File: config.mk
export PLATFORM = sky130hd
export DESIGN_NAME = wp_cmd_guard
export DESIGN_NICKNAME = d
export VERILOG_FILES = /design/src/rtl/wpg_pkg.sv /design/src/rtl/wpg_key_match.sv /design/src/rtl/wpg_prot_state.sv /design/src/rtl/wpg_id_mux.sv /design/src/rtl/wp_cmd_guard.sv
export SDC_FILE = /design/constraint.sdc
export NUM_CORES = 1
export LEC_CHECK = 0
export BUFFER_PORTS_ARGS = -buffer_cell sky130_fd_sc_hd__clkbuf_2
export CORE_MARGIN = 2
export CORE_UTILIZATION = 30
export DETAILED_ROUTE_END_ITERATION = 10
export PLACE_DENSITY = 0.67
export SLEW_MARGIN = 20
export SYNTH_ARGS = -nofsm -noshare
export SYNTH_HDL_FRONTEND = slang
export SYNTH_HIERARCHICAL = 1
export SYNTH_SLANG_ARGS = --single-unit
File: constraint.sdc
create_clock -name clk -period 1.8 [get_ports clk]
set_input_delay 0.27 -clock clk [delete_from_list [all_inputs] [get_ports clk]]
set_output_delay 0.27 -clock clk [all_outputs]
set_load 0.01 [all_outputs]
File: src/rtl/wpg_pkg.sv
package wpg_pkg;
  typedef enum logic [2:0] {
    M_IDLE, M_K1, M_K2, M_D3, M_D4, M_D5
  } mstate_t;

  localparam logic [15:0] ADR_A     = 16'h5555;
  localparam logic [15:0] ADR_B     = 16'h2AAA;
  localparam logic [15:0] DAT_K1    = 16'hAAAA;
  localparam logic [15:0] DAT_K2    = 16'h5555;
  localparam logic [15:0] DAT_ARM   = 16'hA0A0;
  localparam logic [15:0] DAT_DIS_A = 16'h8080;
  localparam logic [15:0] DAT_DIS_B = 16'h2020;
  localparam logic [15:0] DAT_ID_IN = 16'h9090;
  localparam logic [15:0] DAT_ID_OUT = 16'hF0F0;
endpackage

File: src/rtl/wpg_key_match.sv
module wpg_key_match
  import wpg_pkg::*;
#(
  parameter int KB = 15,
  parameter int DW = 16
) (
  input  logic          clk,
  input  logic          rst_n,
  input  logic          ld_valid,
  input  logic [KB-1:0] ld_addr,
  input  logic [DW-1:0] ld_data,
  output logic          hit_arm,
  output logic          hit_dis,
  output logic          hit_id_in,
  output logic          hit_id_out
);
  mstate_t st_q, st_d;
  logic at_a, at_b, w_first, w_second;

  assign at_a     = (ld_addr == ADR_A[KB-1:0]);
  assign at_b     = (ld_addr == ADR_B[KB-1:0]);
  assign w_first  = at_a && (ld_data == DW'(DAT_K1));
  assign w_second = at_b && (ld_data == DW'(DAT_K2));

  always_comb begin
    hit_arm    = 1'b0;
    hit_dis    = 1'b0;
    hit_id_in  = 1'b0;
    hit_id_out = 1'b0;
    // default: a breaking word restarts, judged as a first word
    st_d = w_first ? M_K1 : M_IDLE;
    if (ld_valid) begin
      case (st_q)
        M_K1: if (w_second) st_d = M_K2;
        M_K2: begin
          if (at_a && ld_data == DW'(DAT_ARM)) begin
            hit_arm = 1'b1;
            st_d    = M_IDLE;
          end else if (at_a && ld_data == DW'(DAT_DIS_A)) begin
            st_d = M_D3;
          end else if (at_a && ld_data == DW'(DAT_ID_IN)) begin
            hit_id_in = 1'b1;
            st_d      = M_IDLE;
          end else if (at_a && ld_data == DW'(DAT_ID_OUT)) begin
            hit_id_out = 1'b1;
            st_d       = M_IDLE;
          end
        end
        M_D3: if (w_first) st_d = M_D4;
        M_D4: if (w_second) st_d = M_D5;
        M_D5: begin
          if (at_a && ld_data == DW'(DAT_DIS_B)) begin
            hit_dis = 1'b1;
            st_d    = M_IDLE;
          end
        end
        default: ;
      endcase
    end
  end

  always_ff @(posedge clk or negedge rst_n) begin
    if (!rst_n)        st_q <= M_IDLE;
    else if (ld_valid) st_q <= st_d;
  end
endmodule

File: src/rtl/wpg_prot_state.sv
module wpg_prot_state (
  input  logic clk,
  input  logic rst_n,
  input  logic wp_end,
  input  logic hit_arm,
  input  logic hit_dis,
  input  logic hit_id_in,
  input  logic hit_id_out,
  output logic prot_on,
  output logic unlocked,
  output logic id_mode
);
  logic prot_q, prot_d, unl_q, unl_d, parm_q, parm_d, pdis_q, pdis_d;
  logic id_q, id_d, upd_en;

  assign upd_en = wp_end | hit_arm | hit_dis | hit_id_in | hit_id_out;

  always_comb begin
    prot_d = prot_q;
    unl_d  = unl_q;
    parm_d = parm_q;
    pdis_d = pdis_q;
    id_d   = id_q;
    if (wp_end) begin
      if (parm_q) prot_d = 1'b1;
      if (pdis_q) prot_d = 1'b0;
      unl_d  = 1'b0;
      parm_d = 1'b0;
      pdis_d = 1'b0;
    end
    if (hit_arm) begin
      unl_d  = 1'b1;
      parm_d = 1'b1;
      pdis_d = 1'b0;
    end
    if (hit_dis) begin
      unl_d  = 1'b1;
      pdis_d = 1'b1;
      parm_d = 1'b0;
    end
    if (hit_id_in)  id_d = 1'b1;
    if (hit_id_out) id_d = 1'b0;
  end

  always_ff @(posedge clk or negedge rst_n) begin
    if (!rst_n) begin
      prot_q <= 1'b0;
      unl_q  <= 1'b0;
      parm_q <= 1'b0;
      pdis_q <= 1'b0;
      id_q   <= 1'b0;
    end else if (upd_en) begin
      prot_q <= prot_d;
      unl_q  <= unl_d;
      parm_q <= parm_d;
      pdis_q <= pdis_d;
      id_q   <= id_d;
    end
  end

  assign prot_on  = prot_q;
  assign unlocked = unl_q;
  assign id_mode  = id_q;
endmodule

File: src/rtl/wpg_id_mux.sv
module wpg_id_mux #(
  parameter int DW = 16,
  parameter logic [DW-1:0] MFR_CODE = 16'h001F,
  parameter logic [DW-1:0] DEV_CODE = 16'h0025
) (
  input  logic          id_mode,
  input  logic          sel_dev,
  input  logic [DW-1:0] arr_rdata,
  output logic [DW-1:0] rd_data
);
  always_comb begin
    if (!id_mode)     rd_data = arr_rdata;
    else if (sel_dev) rd_data = DEV_CODE;
    else              rd_data = MFR_CODE;
  end
endmodule

File: src/rtl/wp_cmd_guard.sv
module wp_cmd_guard #(
  parameter int KB = 15,
  parameter int DW = 16,
  parameter logic [DW-1:0] MFR_CODE = 16'h001F,
  parameter logic [DW-1:0] DEV_CODE = 16'h0025
) (
  input  logic          clk,
  input  logic          rst_n,
  input  logic          ld_valid,
  input  logic [KB-1:0] ld_addr,
  input  logic [DW-1:0] ld_data,
  input  logic          wp_end,
  input  logic          rd_addr_lsb,
  input  logic [DW-1:0] arr_rdata,
  output logic [DW-1:0] rd_data,
  output logic          wr_permit,
  output logic          prot_on,
  output logic          id_mode
);
  logic hit_arm, hit_dis, hit_id_in, hit_id_out, unlocked;

  wpg_key_match #(.KB(KB), .DW(DW)) i_match (
    .clk(clk), .rst_n(rst_n), .ld_valid(ld_valid), .ld_addr(ld_addr),
    .ld_data(ld_data), .hit_arm(hit_arm), .hit_dis(hit_dis),
    .hit_id_in(hit_id_in), .hit_id_out(hit_id_out)
  );

  wpg_prot_state i_state (
    .clk(clk), .rst_n(rst_n), .wp_end(wp_end), .hit_arm(hit_arm),
    .hit_dis(hit_dis), .hit_id_in(hit_id_in), .hit_id_out(hit_id_out),
    .prot_on(prot_on), .unlocked(unlocked), .id_mode(id_mode)
  );

  wpg_id_mux #(.DW(DW), .MFR_CODE(MFR_CODE), .DEV_CODE(DEV_CODE)) i_mux (
    .id_mode(id_mode), .sel_dev(rd_addr_lsb), .arr_rdata(arr_rdata),
    .rd_data(rd_data)
  );

  assign wr_permit = !prot_on || unlocked;
endmodule

==> Yosys cells after proc, flatten, opt, wreduce, memory -nomap -nowiden <==
Cells that the tools add are included.
{ "totals": {"inputBits": 52, "out_inout_bits": 19, "register_bits": 8, "latchBits": 0, "mem_bits_ro": 0, "n_memories": 0, "mem_bits_rw": 0, "elab_cells": 78} }
{ "classes": {"multipliers": 0, "eq_ne": 14, "magnitude_cmp": 0, "bitwise": 4, "shift": 0, "muxes": 39, "n_addsub": 0, "n_div": 0, "n_reduce_logical": 15} }
{ "op_table": {"columns": ["operator", "count"], "rows": [
  ["== test 16 bit (second input constant)", 5],
  ["two-way mux 1 bit", 28],
  ["two-way mux 3 bit", 8],
  ["== test 16 x 14 -> 1 bit (second input constant)", 1],
  ["== test 16 x 15 -> 1 bit (second input constant)", 1],
  ["two-way mux 16 bit", 1],
  ["== test 15 x 14 -> 1 bit (second input constant)", 1],
  ["== test 15 bit (second input constant)", 1],
  ["one-hot mux 3 bit (5 select lines)", 1],
  ["logical AND 1 bit", 7],
  ["== test 3 x 2 -> 1 bit (second input constant)", 2],
  ["== test 3 bit (second input constant)", 2],
  ["two-way mux 6 bit", 1],
  ["bitwise OR 1 bit", 4],
  ["AND reduction 2 bit", 2],
  ["nonzero test 2 bit", 2],
  ["== test 3 x 1 -> 1 bit (second input constant)", 1],
  ["AND reduction 3 bit", 1],
  ["nonzero test 3 bit", 1],
  ["logical NOT 1 bit", 1],
  ["logical OR 1 bit", 1]
]} }

==> Depth between registers and ports, before layout <==
{ "logic_depth": {"ltp_word": 10, "depth_mapped": 7, "ltp_nobuf": 7} }

==> Hierarchy <==
Netlist, hierarchy kept.
{ "modules_own_cells": {"columns": ["module", "cells_per_inst", "seq_area_each_um2", "instances", "area_per_inst_um2"], "rows": [
  ["wpg_key_match", 57, 75.1, 1, 437.9],
  ["wpg_prot_state", 17, 125.1, 1, 185.2],
  ["wpg_id_mux", 21, 0.0, 1, 136.4],
  ["wp_cmd_guard", 1, 0.0, 1, 6.3]
]} }

==> Worst setup path before layout <==
No wires, ideal clock.
{ "synth_path": {"kind": "in2reg", "from": "in ld_addr[13]", "to": "reg i_state.unl_q (netlist: i_state/unlocked)", "path_buffers": 0, "arrival_time_ns": 1.619, "required_time_ns": 1.717, "path_stages": 7, "setup_time_ns": 0.083, "slack_ns": 0.098, "path_cell_list": "nor4_2 -> nand4_1 -> nor4b_2 -> nand2_2 -> nor4_2 -> nor2_1 -> o21ai_0"} }
{ "synth_via": {"elab_cells_between_ends": 31, "classes_between": "eq/ne (1); mux (19); bitwise (4); reduce/logical (7)"} }
{ "synth_rtl": {"columns": ["item", "line_no", "rtl"], "rows": [
  ["start, declared", "wp_cmd_guard.sv:10", "input logic [KB-1:0] ld_addr,"],
  ["== test 15 bit (*)", "wpg_key_match.sv:20", "assign at_a = (ld_addr == ADR_A[KB-1:0]);"],
  ["logical AND 1 bit (*)", "wpg_key_match.sv:52", "if (at_a && ld_data == DW'(DAT_DIS_B)) begin"],
  ["two-way mux 1 bit (*)", "wpg_key_match.sv:52", null],
  ["two-way mux 1 bit (*)", "wpg_key_match.sv:33", "case (st_q)"],
  ["two-way mux 1 bit (*)", "wpg_key_match.sv:32", "if (ld_valid) begin"],
  ["via hit_dis", "wp_cmd_guard.sv:20", "logic hit_arm, hit_dis, hit_id_in, hit_id_out, unlocked;"],
  ["bitwise OR 1 bit (3 in series)", "wpg_prot_state.sv:16", "assign upd_en = wp_end | hit_arm | hit_dis | hit_id_in | hit_id_out;"],
  ["AND reduction 2 bit (no source line)", null, null],
  ["end signal, assigned", "wpg_prot_state.sv:54", "unl_q <= unl_d;"],
  ["end, declared", "wpg_prot_state.sv:13", "logic prot_q, prot_d, unl_q, unl_d, parm_q, parm_d, pdis_q, pdis_d;"]
]} }
Mark *: on every way through the listed nets, which the timed path passes. The rest lies on a longest branch.
A chain may end at the register's enable or synchronous reset.

==> Worst setup path after layout <==
{ "layout_path": {"from": "reg i_state.id_q (netlist: i_state/id_mode)", "to": "out rd_data[5]"} }
{ "layout_via": {"elab_chain_cells": 1} }
{ "layout_lines": {"columns": ["item", "line_no", "rtl"], "rows": [
  ["start, declared", "wpg_prot_state.sv:14", "logic id_q, id_d, upd_en;"],
  ["start signal, assigned", "wpg_prot_state.sv:57", "id_q <= id_d;"],
  ["two-way mux 16 bit", "wpg_id_mux.sv:12", "if (!id_mode) rd_data = arr_rdata;"],
  ["end, declared", "wp_cmd_guard.sv:15", "output logic [DW-1:0] rd_data,"]
]} }
Every way passes these cells.

==> results.sh <==
export IMPL_status="complete, no violations"
export IMPL_fin_setup_tns_ns=0
export IMPL_hold_path_cell_count=2
export IMPL_synth_simple_area_share_pct=56.0
export IMPL_detail_route_wl_per_cell_um=10.9
export IMPL_yosysSeqAreaShare_pct=26.1
export IMPL_drc=0
export IMPL_power_mw=0.441
export IMPL_io_pin_count=71
export IMPL_multi_input_area_um2=539
export IMPL_regArea_um2=200
export IMPL_muxShareOfSynthArea_pct=1.47
export IMPL_swShare_pct=25.4
export IMPL_fin_hold_ws_ns=0.265
export IMPL_grt_max_degree=20
export IMPL_clkTransAtPathRegs_ns=0.05
export IMPL_postSynthAreaPerCell_um2=7.98
export IMPL_ant_nets=0
export IMPL_cts_tree="yes"
export IMPL_rr_worst_depth=4
export IMPL_min_path_type="input pin to flop"
export IMPL_power_net_switching_mw=0.112
export IMPL_finClkSkew_ns=0.00422
export IMPL_crit_arrival_ns=1.37
export IMPL_h_tree_depth=1
export IMPL_gp_congestion=0.856
export IMPL_p_seq_share_pct=40.8
export IMPL_cp_start_kind="flop"
export IMPL_synth_compound_area_share_pct=10.9
export IMPL_via_count=1021
export IMPL_wirelength_um=2200
export IMPL_numCtsBuffers=3
export IMPL_die_h_um=54.5
export IMPL_start_util_pct=31.2
export IMPL_area_growth_pct=59.3
export IMPL_cts_sinks=8
export IMPL_pwr_share_comb_pct=30.6
export IMPL_drt_iter0_markers=17
export IMPL_fp_coreArea_um2=2450
export IMPL_critPathCaptureType="output port"
export IMPL_synth_top_family_by_area="simple AND/OR/NAND/NOR gates"
export IMPL_fin_crit_sh_pct=91.0
export IMPL_fin_crit_ns=1.64
export IMPL_p_leak_nw=0.619
export IMPL_portBuffers=70
export IMPL_first_global_vias=871
export IMPL_synthesis_area_um2=766
export IMPL_syn_inst=96
export IMPL_track_usage_pct=14.1
export IMPL_synth_fa_ha_area_share_pct=0
export IMPL_synth_seq_cells=8
export IMPL_slew_headroom_pct=69.8
export IMPL_drive_above_1_share_pct=50.3
export IMPL_final_max_slew_viol_count=0
export IMPL_reg2reg_slack_ns=0.17
export IMPL_grt_first_pass_wirelength_um=3200
export IMPL_dr_pass1_iters=5
export IMPL_final_hold_violation_count=0
export IMPL_p_clk_share_pct=28.5
export IMPL_worstSkewPairLatency_ns=0.24
export IMPL_worstSetupPathType="flop to output port"
export IMPL_clock_path_buffers=2
export IMPL_peakVddDrop_mv=0.198
export IMPL_power_per_cell_area_nw_per_um2=362
export IMPL_antenna_found_initial=0
export IMPL_worst_slew_pin_slew_ns=0.453
export IMPL_required_ns=1.53
export IMPL_root_buffer="clkbuf_4"
export IMPL_synth_warning_count=6
export IMPL_synth_xor_xnor_area_share_pct=0
export IMPL_diodes=0
export IMPL_crit_path_max_fanout=19
export IMPL_fillerInstances=248
export IMPL_die_area_um2=2970
export IMPL_internal_power_mw=0.329
export IMPL_clock_fmax_mhz=610
export IMPL_dp_hpwl_um=1970
export IMPL_ys_types=34
export IMPL_grt_ovfl_total=0
export IMPL_synth_nets=148
export IMPL_via_per_inst=5.03
export IMPL_fin_nets=227
export IMPL_dieWidth_um=54.5
export IMPL_drv_cap=0
export IMPL_finalSetupViolations=0
export IMPL_core_rowCount=18
-- placed cells by master (no fill, tap or decap), types with 2 or more instances in the layout --
cell / count
nor4b_2: 2
o21ai_0: 3
nor4_1: 3
nand3_1: 5
buf_4: 4
a21oi_1: 2
dfrtp_1: 8
nor2b_1: 5
clkbuf_2: 70
and4_1: 2
or3_1: 2
nor4_2: 3
clkbuf_4: 3
nand2b_1: 3
nand4_1: 5
nor2_1: 9
nand2_1: 8
nor4bb_1: 4
inv_1: 8
and2b_1: 5
or2_1: 2
-- critical path: stages (launching register included) --
cell	delay, ns
dfrtp_1	0.62
mux2_2	0.39
clkbuf_2	0.12
-- cells in the mapped netlist --
master	n	share of area (%)
nor2_1	9	4.4
dfrtp_1	8	26
inv_1	8	3.9
nand2_1	8	3.9
and2b_1	5	4.9
nand3_1	5	3.3
nand4_1	5	4.1
nor2b_1	5	4.1
nor4_1	4	3.3
nor4bb_1	4	5.2
nand2b_1	3	2.5
nor4_2	3	4.9
o21ai_0	3	2.0
a21oi_1	2	1.3
and4_1	2	2.3
nor4b_2	2	3.9
or2_1	2	1.6
or3_1	2	1.6
a21o_1	1	0.98
a21oi_2	1	1.1
a22oi_1	1	0.98
a31oi_1	1	0.82
a41oi_1	1	1.1
and2_1	1	0.82
and4bb_2	1	1.6
buf_6	1	1.5
mux2_2	1	1.5
nand2_2	1	0.82
nor3_1	1	0.65
nor3b_1	1	0.98
nor4b_1	1	1.1
o21ai_1	1	0.65
o221ai_1	1	1.1
o22ai_1	1	0.82
-- layer usage --
layer | vias to the layer above | track usage (%) | wire length (um)
li1 | 512 | - | -
met1 | 440 | 15.3 | 860
met2 | 69 | 28.9 | 1090
met3 | 0 | 1.37 | 249
met4 | 0 | 2.50 | 0
met5 | - | 0 | 0
-- layout make-up --
| cell class | instances | share of cell area [%] |
|---|---|---|
| tap | 30 | 3.08 |
| multi-input combinational | 79 | 44.2 |
| sequential | 8 | 16.4 |
| timing repair buffer | 75 | 32.0 |
| clock buffer | 3 | 1.85 |
| inverter | 8 | 2.46 |
-- worst paths after layout --
kind                                      start         endpoint
worst max-delay path            i_state/id_mode       rd_data[5]
max in group asynchronous                 rst_n  i_match/st_q[1]
worst min-delay path                     wp_end  i_state/prot_on
worst min register to register   i_state/pdis_q  i_state/prot_on
min in group asynchronous                 rst_n  i_state/prot_on
worst max register to register  i_match/st_q[1]  i_match/st_q[0]
-- sequential cells by signal (all words and copies together), names as in the netlist --
signal / count
i_state/pdis_q: 1
i_state/id_mode: 1
i_match/st_q: 3
i_state/parm_q: 1
i_state/prot_on: 1
i_state/unlocked: 1
-- kinds of logic (layout without fill, tap and decap cells) --
kind of cell           Yosys count  after routing
AO/OA/AOI/OAI                   13             13
buffers and inverters            9             86
flip-flops                       8              8
multiplexers                     1              1
AND/OR/NAND/NOR                 65             65
-- stage by stage --
step	worst slack [ns]	cells	cell area, um^2	util (%)
6_report	0.161	203	1220	49.7
2_1_floorplan	0.0983	96	766	-
5_1_grt	-0.0120	203	1220	49.7
3_5_place_dp	-0.0809	199	1170	47.8
3_3_place_gp	-0.0541	199	1170	47.8
4_1_cts	0.133	203	1200	49.1
-- power groups by stage --
stage | Combinational [mW] | Clock (mW) | Sequential (mW)
after global placement | 0.130 | 0 | 0.183
final | 0.135 | 0.126 | 0.180
after global routing | 0.152 | 0.145 | 0.180
after CTS | 0.136 | 0.131 | 0.180
after detailed placement | 0.133 | 0 | 0.183
after floorplan | 0.0415 | 0 | 0.183
-- timing repair --
action / 4_1_cts / 5_1_grt
hold buffers: 1 / 0
endpoints found under the setup margin: 0 / 2
endpoints found under the hold margin: 8 / 0
setup buffers: 0 / 0
resized for setup: 0 / 2
Power figures use the tool's default switching activity.
